==> src/rtl/split_mac_pkg.sv <==
package split_mac_pkg;

  localparam int DATA_W = 32;
  localparam int HALF_W = DATA_W / 2;
  localparam int PART_W = HALF_W + 1;
  localparam int PROD_W = 2 * PART_W;
  localparam int FULL_W = 2 * DATA_W;

  typedef enum logic [1:0] {
    MODE_MUL16  = 2'd0,
    MODE_DUAL16 = 2'd1,
    MODE_MUL31  = 2'd2,
    MODE_MUL32  = 2'd3
  } mac_mode_e;

  typedef enum logic [1:0] {
    ACC_NONE = 2'd0,
    ACC_ADD  = 2'd1,
    ACC_SUB  = 2'd2,
    ACC_LOAD = 2'd3
  } acc_op_e;

endpackage

==> src/rtl/split_mac_operand.sv <==
module split_mac_operand
  import split_mac_pkg::*;
(
  input  logic [1:0]               mode,
  input  logic [DATA_W-1:0]        word,
  output logic signed [PART_W-1:0] part_hi,
  output logic signed [PART_W-1:0] part_lo
);

  always_comb begin
    case (mac_mode_e'(mode))
      MODE_MUL16: begin
        part_lo = {word[HALF_W-1], word[HALF_W-1:0]};
        part_hi = '0;
      end
      MODE_DUAL16: begin
        part_lo = {word[HALF_W-1], word[HALF_W-1:0]};
        part_hi = {word[DATA_W-1], word[DATA_W-1:HALF_W]};
      end
      MODE_MUL31: begin
        part_lo = {1'b0, word[HALF_W-1:0]};
        part_hi = {word[DATA_W-2], word[DATA_W-2], word[DATA_W-2:HALF_W]};
      end
      default: begin
        part_lo = {1'b0, word[HALF_W-1:0]};
        part_hi = {word[DATA_W-1], word[DATA_W-1:HALF_W]};
      end
    endcase
  end

endmodule

==> src/rtl/split_mac_mul17.sv <==
module split_mac_mul17
  import split_mac_pkg::*;
(
  input  logic                     clk,
  input  logic                     en,
  input  logic signed [PART_W-1:0] x,
  input  logic signed [PART_W-1:0] y,
  output logic signed [PROD_W-1:0] p
);

  always_ff @(posedge clk) begin
    if (en) p <= x * y;
  end

endmodule

==> src/rtl/split_mac_combine.sv <==
module split_mac_combine
  import split_mac_pkg::*;
#(
  parameter int ACC_W = 40
) (
  input  logic [1:0]               mode,
  input  logic signed [PROD_W-1:0] p_ll,
  input  logic signed [PROD_W-1:0] p_lh,
  input  logic signed [PROD_W-1:0] p_hl,
  input  logic signed [PROD_W-1:0] p_hh,
  output logic [FULL_W-1:0]        product,
  output logic [ACC_W-1:0]         addend
);

  localparam int EXT_W = FULL_W - PROD_W;

  logic signed [FULL_W-1:0] e_ll, e_lh, e_hl, e_hh;
  logic signed [FULL_W-1:0] wide, pair_sum;

  always_comb begin
    e_ll = {{EXT_W{p_ll[PROD_W-1]}}, p_ll};
    e_lh = {{EXT_W{p_lh[PROD_W-1]}}, p_lh};
    e_hl = {{EXT_W{p_hl[PROD_W-1]}}, p_hl};
    e_hh = {{EXT_W{p_hh[PROD_W-1]}}, p_hh};
    wide     = e_ll + ((e_lh + e_hl) <<< HALF_W) + (e_hh <<< DATA_W);
    pair_sum = e_ll + e_hh;
    case (mac_mode_e'(mode))
      MODE_MUL16:  product = e_ll;
      MODE_DUAL16: product = {p_hh[DATA_W-1:0], p_ll[DATA_W-1:0]};
      default:     product = wide;
    endcase
    addend = (mac_mode_e'(mode) == MODE_DUAL16) ? pair_sum[ACC_W-1:0]
                                                : product[ACC_W-1:0];
  end

endmodule

==> src/rtl/split_mac_acc_bank.sv <==
module split_mac_acc_bank
  import split_mac_pkg::*;
#(
  parameter int NUM_ACC = 7,
  parameter int ACC_W   = 40,
  localparam int IDX_W  = $clog2(NUM_ACC)
) (
  input  logic             clk,
  input  logic             rst,
  input  logic             we,
  input  logic [IDX_W-1:0] idx,
  input  logic [1:0]       op,
  input  logic             sat,
  input  logic [ACC_W-1:0] addend,
  output logic [ACC_W-1:0] new_val
);

  localparam logic [ACC_W-1:0] MAX_POS = {1'b0, {(ACC_W-1){1'b1}}};
  localparam logic [ACC_W-1:0] MAX_NEG = {1'b1, {(ACC_W-1){1'b0}}};

  logic [ACC_W-1:0] acc_q [NUM_ACC];
  logic [ACC_W-1:0] base;
  logic [ACC_W:0]   sum;
  logic             ovf;

  always_comb begin
    base = (acc_op_e'(op) == ACC_LOAD) ? '0 : acc_q[idx];
    if (acc_op_e'(op) == ACC_SUB)
      sum = {base[ACC_W-1], base} - {addend[ACC_W-1], addend};
    else
      sum = {base[ACC_W-1], base} + {addend[ACC_W-1], addend};
    ovf = sum[ACC_W] ^ sum[ACC_W-1];
    if (sat && ovf)
      new_val = sum[ACC_W] ? MAX_NEG : MAX_POS;
    else
      new_val = sum[ACC_W-1:0];
  end

  always_ff @(posedge clk) begin
    if (rst) begin
      for (int k = 0; k < NUM_ACC; k++) acc_q[k] <= '0;
    end else if (we) begin
      acc_q[idx] <= new_val;
    end
  end

endmodule

==> src/rtl/split_mac.sv <==
module split_mac
  import split_mac_pkg::*;
#(
  parameter int NUM_THREADS = 4,
  parameter int NUM_SHARED  = 3,
  parameter int ACC_W       = 40,
  localparam int TID_W      = $clog2(NUM_THREADS),
  localparam int SEL_W      = $clog2(NUM_SHARED + 1),
  localparam int NUM_ACC    = NUM_THREADS + NUM_SHARED,
  localparam int IDX_W      = $clog2(NUM_ACC)
) (
  input  logic              clk,
  input  logic              rst,
  input  logic              in_valid,
  input  logic [1:0]        op_mode,
  input  logic [TID_W-1:0]  thread_id,
  input  logic [SEL_W-1:0]  acc_sel,
  input  logic [1:0]        acc_op,
  input  logic              sat_en,
  input  logic [DATA_W-1:0] opa,
  input  logic [DATA_W-1:0] opb,
  output logic              out_valid,
  output logic [FULL_W-1:0] result
);

  logic signed [PART_W-1:0] a_hi, a_lo, b_hi, b_lo;
  logic signed [PROD_W-1:0] part_p [4];
  logic [IDX_W-1:0]         idx_in;

  logic             s1_valid, s1_sat;
  logic [1:0]       s1_mode, s1_op;
  logic [IDX_W-1:0] s1_idx;

  logic [FULL_W-1:0] product;
  logic [ACC_W-1:0]  addend, acc_new;
  logic              acc_we;

  split_mac_operand u_split_a (.mode(op_mode), .word(opa), .part_hi(a_hi), .part_lo(a_lo));
  split_mac_operand u_split_b (.mode(op_mode), .word(opb), .part_hi(b_hi), .part_lo(b_lo));

  // Partial product i: operand A half = i/2, operand B half = i%2 (0 low, 1 high)
  for (genvar i = 0; i < 4; i++) begin : g_part
    split_mac_mul17 u_mul (
      .clk (clk),
      .en  (in_valid),
      .x   ((i >= 2)     ? a_hi : a_lo),
      .y   ((i % 2 == 1) ? b_hi : b_lo),
      .p   (part_p[i])
    );
  end

  always_comb begin
    if (acc_sel == '0) idx_in = IDX_W'(thread_id);
    else               idx_in = IDX_W'(NUM_THREADS + int'(acc_sel) - 1);
  end

  always_ff @(posedge clk) begin
    if (rst) begin
      s1_valid <= 1'b0;
      s1_mode  <= '0;
      s1_op    <= '0;
      s1_sat   <= 1'b0;
      s1_idx   <= '0;
    end else begin
      s1_valid <= in_valid;
      if (in_valid) begin
        s1_mode <= op_mode;
        s1_op   <= acc_op;
        s1_sat  <= sat_en;
        s1_idx  <= idx_in;
      end
    end
  end

  split_mac_combine #(.ACC_W(ACC_W)) u_combine (
    .mode    (s1_mode),
    .p_ll    (part_p[0]),
    .p_lh    (part_p[1]),
    .p_hl    (part_p[2]),
    .p_hh    (part_p[3]),
    .product (product),
    .addend  (addend)
  );

  assign acc_we = s1_valid && (acc_op_e'(s1_op) != ACC_NONE);

  split_mac_acc_bank #(.NUM_ACC(NUM_ACC), .ACC_W(ACC_W)) u_bank (
    .clk     (clk),
    .rst     (rst),
    .we      (acc_we),
    .idx     (s1_idx),
    .op      (s1_op),
    .sat     (s1_sat),
    .addend  (addend),
    .new_val (acc_new)
  );

  always_ff @(posedge clk) begin
    if (rst) begin
      out_valid <= 1'b0;
      result    <= '0;
    end else begin
      out_valid <= s1_valid;
      if (s1_valid) begin
        if (acc_op_e'(s1_op) == ACC_NONE) result <= product;
        else result <= {{(FULL_W-ACC_W){acc_new[ACC_W-1]}}, acc_new};
      end
    end
  end

endmodule

==> config.mk <==
export PLATFORM = sky130hd
export DESIGN_NAME = split_mac
export DESIGN_NICKNAME = d
export VERILOG_FILES = /design/src/rtl/split_mac_pkg.sv /design/src/rtl/split_mac_operand.sv /design/src/rtl/split_mac_mul17.sv /design/src/rtl/split_mac_combine.sv /design/src/rtl/split_mac_acc_bank.sv /design/src/rtl/split_mac.sv
export SDC_FILE = /design/constraint.sdc
export NUM_CORES = 2
export LEC_CHECK = 0
export BUFFER_PORTS_ARGS = -buffer_cell sky130_fd_sc_hd__buf_2
export CAP_MARGIN = 20
export CORE_MARGIN = 2
export CORE_UTILIZATION = 61
export CTS_BUF_LIST = sky130_fd_sc_hd__clkbuf_4 sky130_fd_sc_hd__clkbuf_8
export DETAILED_ROUTE_END_ITERATION = 6
export GPL_ROUTABILITY_DRIVEN = 0
export PLACE_DENSITY = 0.81
export SKIP_CTS_REPAIR_TIMING = 1
export SKIP_LAST_GASP = 1
export SLEW_MARGIN = 20
export SYNTH_ARGS = -nofsm -noshare
export SYNTH_HDL_FRONTEND = slang
export SYNTH_SLANG_ARGS = --single-unit
==> constraint.sdc <==
create_clock -name clk -period 7.58 [get_ports clk]
set_clock_uncertainty 0.05 [all_clocks]
set_input_delay 1.137 -clock clk [delete_from_list [all_inputs] [get_ports clk]]
set_output_delay 1.137 -clock clk [all_outputs]
set_load 0.02 [all_outputs]
==> reports/results.ini <==
[route]
post-route-drc-count=21
vias_per_cell=6.18
drt_first_pass_iters=7
num_vias=63600
post_drt_wl_per_cell_microns=23.3
drt-initial-drc-count=7385
drt-total-wl_microns=240000
ant_nets=0

[global_route]
grt_pass1_vias=66800
grt_max_degree=83
antenna_found_initial=17
grt_usage=0.377
grt_pass1_wl_microns=364000
grt_overflow=0

[synth]
synth-main-ff-cell=edfxtp_1
syn_nets=9550
syn_avg_cell_area_sq_um=9.58
yosys_warnings=0
synth.cell_area_sq_um=74600
seq_area_frac_synth=0.199
synth-seq-cells=533
synth_cells=7786
synth_top_area_cell=fa_1
netlist.area_leader.share=0.314
ys_top_cells_by_area=fa_1, edfxtp_1, ha_1
async_reset_ff_frac=0
ys_types=103
synth-edff-count=416

[clock_tree]
clk_pin_slew_ns=0.08
cts_sinks=533
cts_buffer_depth=3
root_buffer=clkbuf_8
cts_tree=yes
clock_latency_ns=0.80
htree_levels=3
cts_buffers=90

[timing]
layout_min_cycle_time_ns=8.21
drv_slew=0
finalSetupViolations=387
worst_pin_slew_ns=1.16
finalHoldViolCount=0
finalSetupTns_ns=-174.44
max_slew_margin=0.225
rsz0062_at_grt=yes
finalCritPeriodShare=1.08
fin_ws_ns=-0.631
fmax_mhz=122

[hold_path]
hold_class=register to register

[floorplan]
die_x_microns=354
num_rows=128
core-area_sq_um=122000
start_util=0.614
die-area_sq_um=125000
ioPinCount=141
die_h_microns=354

[cells_and_area]
area_growth_pct=17.0
stdcell_count=10300
multi_input_area_sq_um=55000
layout_common_cells=inv_1, fa_1, buf_4
drive_above_1_share=0.190
final_nets=10300
n_fill_cell=8167
regArea_sq_um=14800
fin_area_sq_um=87300
fin_util=0.718
final_common_cell=inv_1

[critical_path]
cpPeakStageDelay_ns=0.41
path_common_cell=a21oi_2
endpoint_kind=register
critPathMaxFanout=8
crit_type=register to register
startpoint_type=register
slowest_stage=mux2i_4
worstPathArrival_ns=8.65
required_ns=8.02

[outcome]
violations=DRC, setup timing
status=finished, violations left

[place]
post-place-cells=10100
placed_area_sq_um=83600
hpwl_microns=185000
io_buffers=140

[flow_run]
maxCapViolCount=0

==> worst max-delay path, delay by kind of cell (launching register included) <==
family	cells	cell delay (ns)
compound gates	20	3.31
xor+xnor	4	0.59
fa+ha+maj	5	1.52
buf+inv	3	0.55
flops	1	0.40
mux	1	0.41
simple gates	7	1.16
==> Yosys cell counts (all sizes together), types with 35 or more instances <==
cell type,number
nor2b,48
nor2,488
dfxtp,117
nand4,38
clkbuf,365
nand2,866
xnor2,210
a211oi,46
a21o,131
o21bai,35
a31oi,45
o21ai,232
nand2b,72
nand3,123
buf,39
mux4,80
o21a,48
a21oi,320
ha,517
and3,358
nor3,78
and2,191
inv,1250
edfxtp,416
mux2i,59
xor2,98
fa,1171
==> final cells by class <==
type | instances | share of cell area
inverters | 1252 | 0.0539
repair buffers | 1104 | 0.100
clock inverters | 43 | 0.00411
diodes | 16 | 0.000459
clock buffers | 123 | 0.0177
well taps | 1625 | 0.0233
flip-flops and latches | 533 | 0.170
multi-input cells | 5597 | 0.630
==> stage by stage <==
step                      setup slack [ns]  hold WS (ns)
after floorplan                    -0.0160         0.388
after global placement              -0.708         0.386
after detailed placement            -0.829         0.392
after CTS                           -0.734         0.408
after global routing                 -1.03         0.423
final                               -0.631         0.403
==> routing by layer <==
metal / GRT usage / part of all wire / vias to the layer above
met3: 0.0794 / 0.11 / 1331
met4: 0.319 / 0.11 / 14
met2: 0.603 / 0.45 / 4278
met1: 0.436 / 0.32 / 30900
li1: - / - / 27100
met5: 0 / 0.00041 / -
==> cell families after synthesis <==
logic type,after synthesis,share of synthesized area
simple gates,2343,0.149
fa+ha+maj,1688,0.401
buf+inv,1656,0.0836
compound gates,1116,0.0981
flops,533,0.199
xor+xnor,309,0.0366
mux,141,0.0325
==> sequential cells by signal (all words and copies together) (netlist names), named ones only <==
register,cells
u_bank.acc_q,320
g_part.u_mul.p,136
result,64
s1_idx,3
s1_mode,2
s1_op,2
out_valid,1
s1_sat,1
s1_valid,1
==> worst paths after layout <==
kind                                  startpoint                                end  slack (ns)  cells past startpoint
setup / recovery  g_part[1].u_mul.p[0]$_DFFE_PP_  u_bank.acc_q[3][17]$_SDFFCE_PN0P_       -0.63                     40
hold / removal           result[53]$_SDFFE_PP0P_            result[53]$_SDFFE_PP0P_        0.40                      2
setup reg to reg  g_part[1].u_mul.p[0]$_DFFE_PP_  u_bank.acc_q[3][17]$_SDFFCE_PN0P_       -0.63                     40
hold reg to reg          result[53]$_SDFFE_PP0P_            result[53]$_SDFFE_PP0P_        0.40                      2
Power is not shown: default switching activity piles up to over one toggle a cycle in this logic, so the estimate is an artifact.
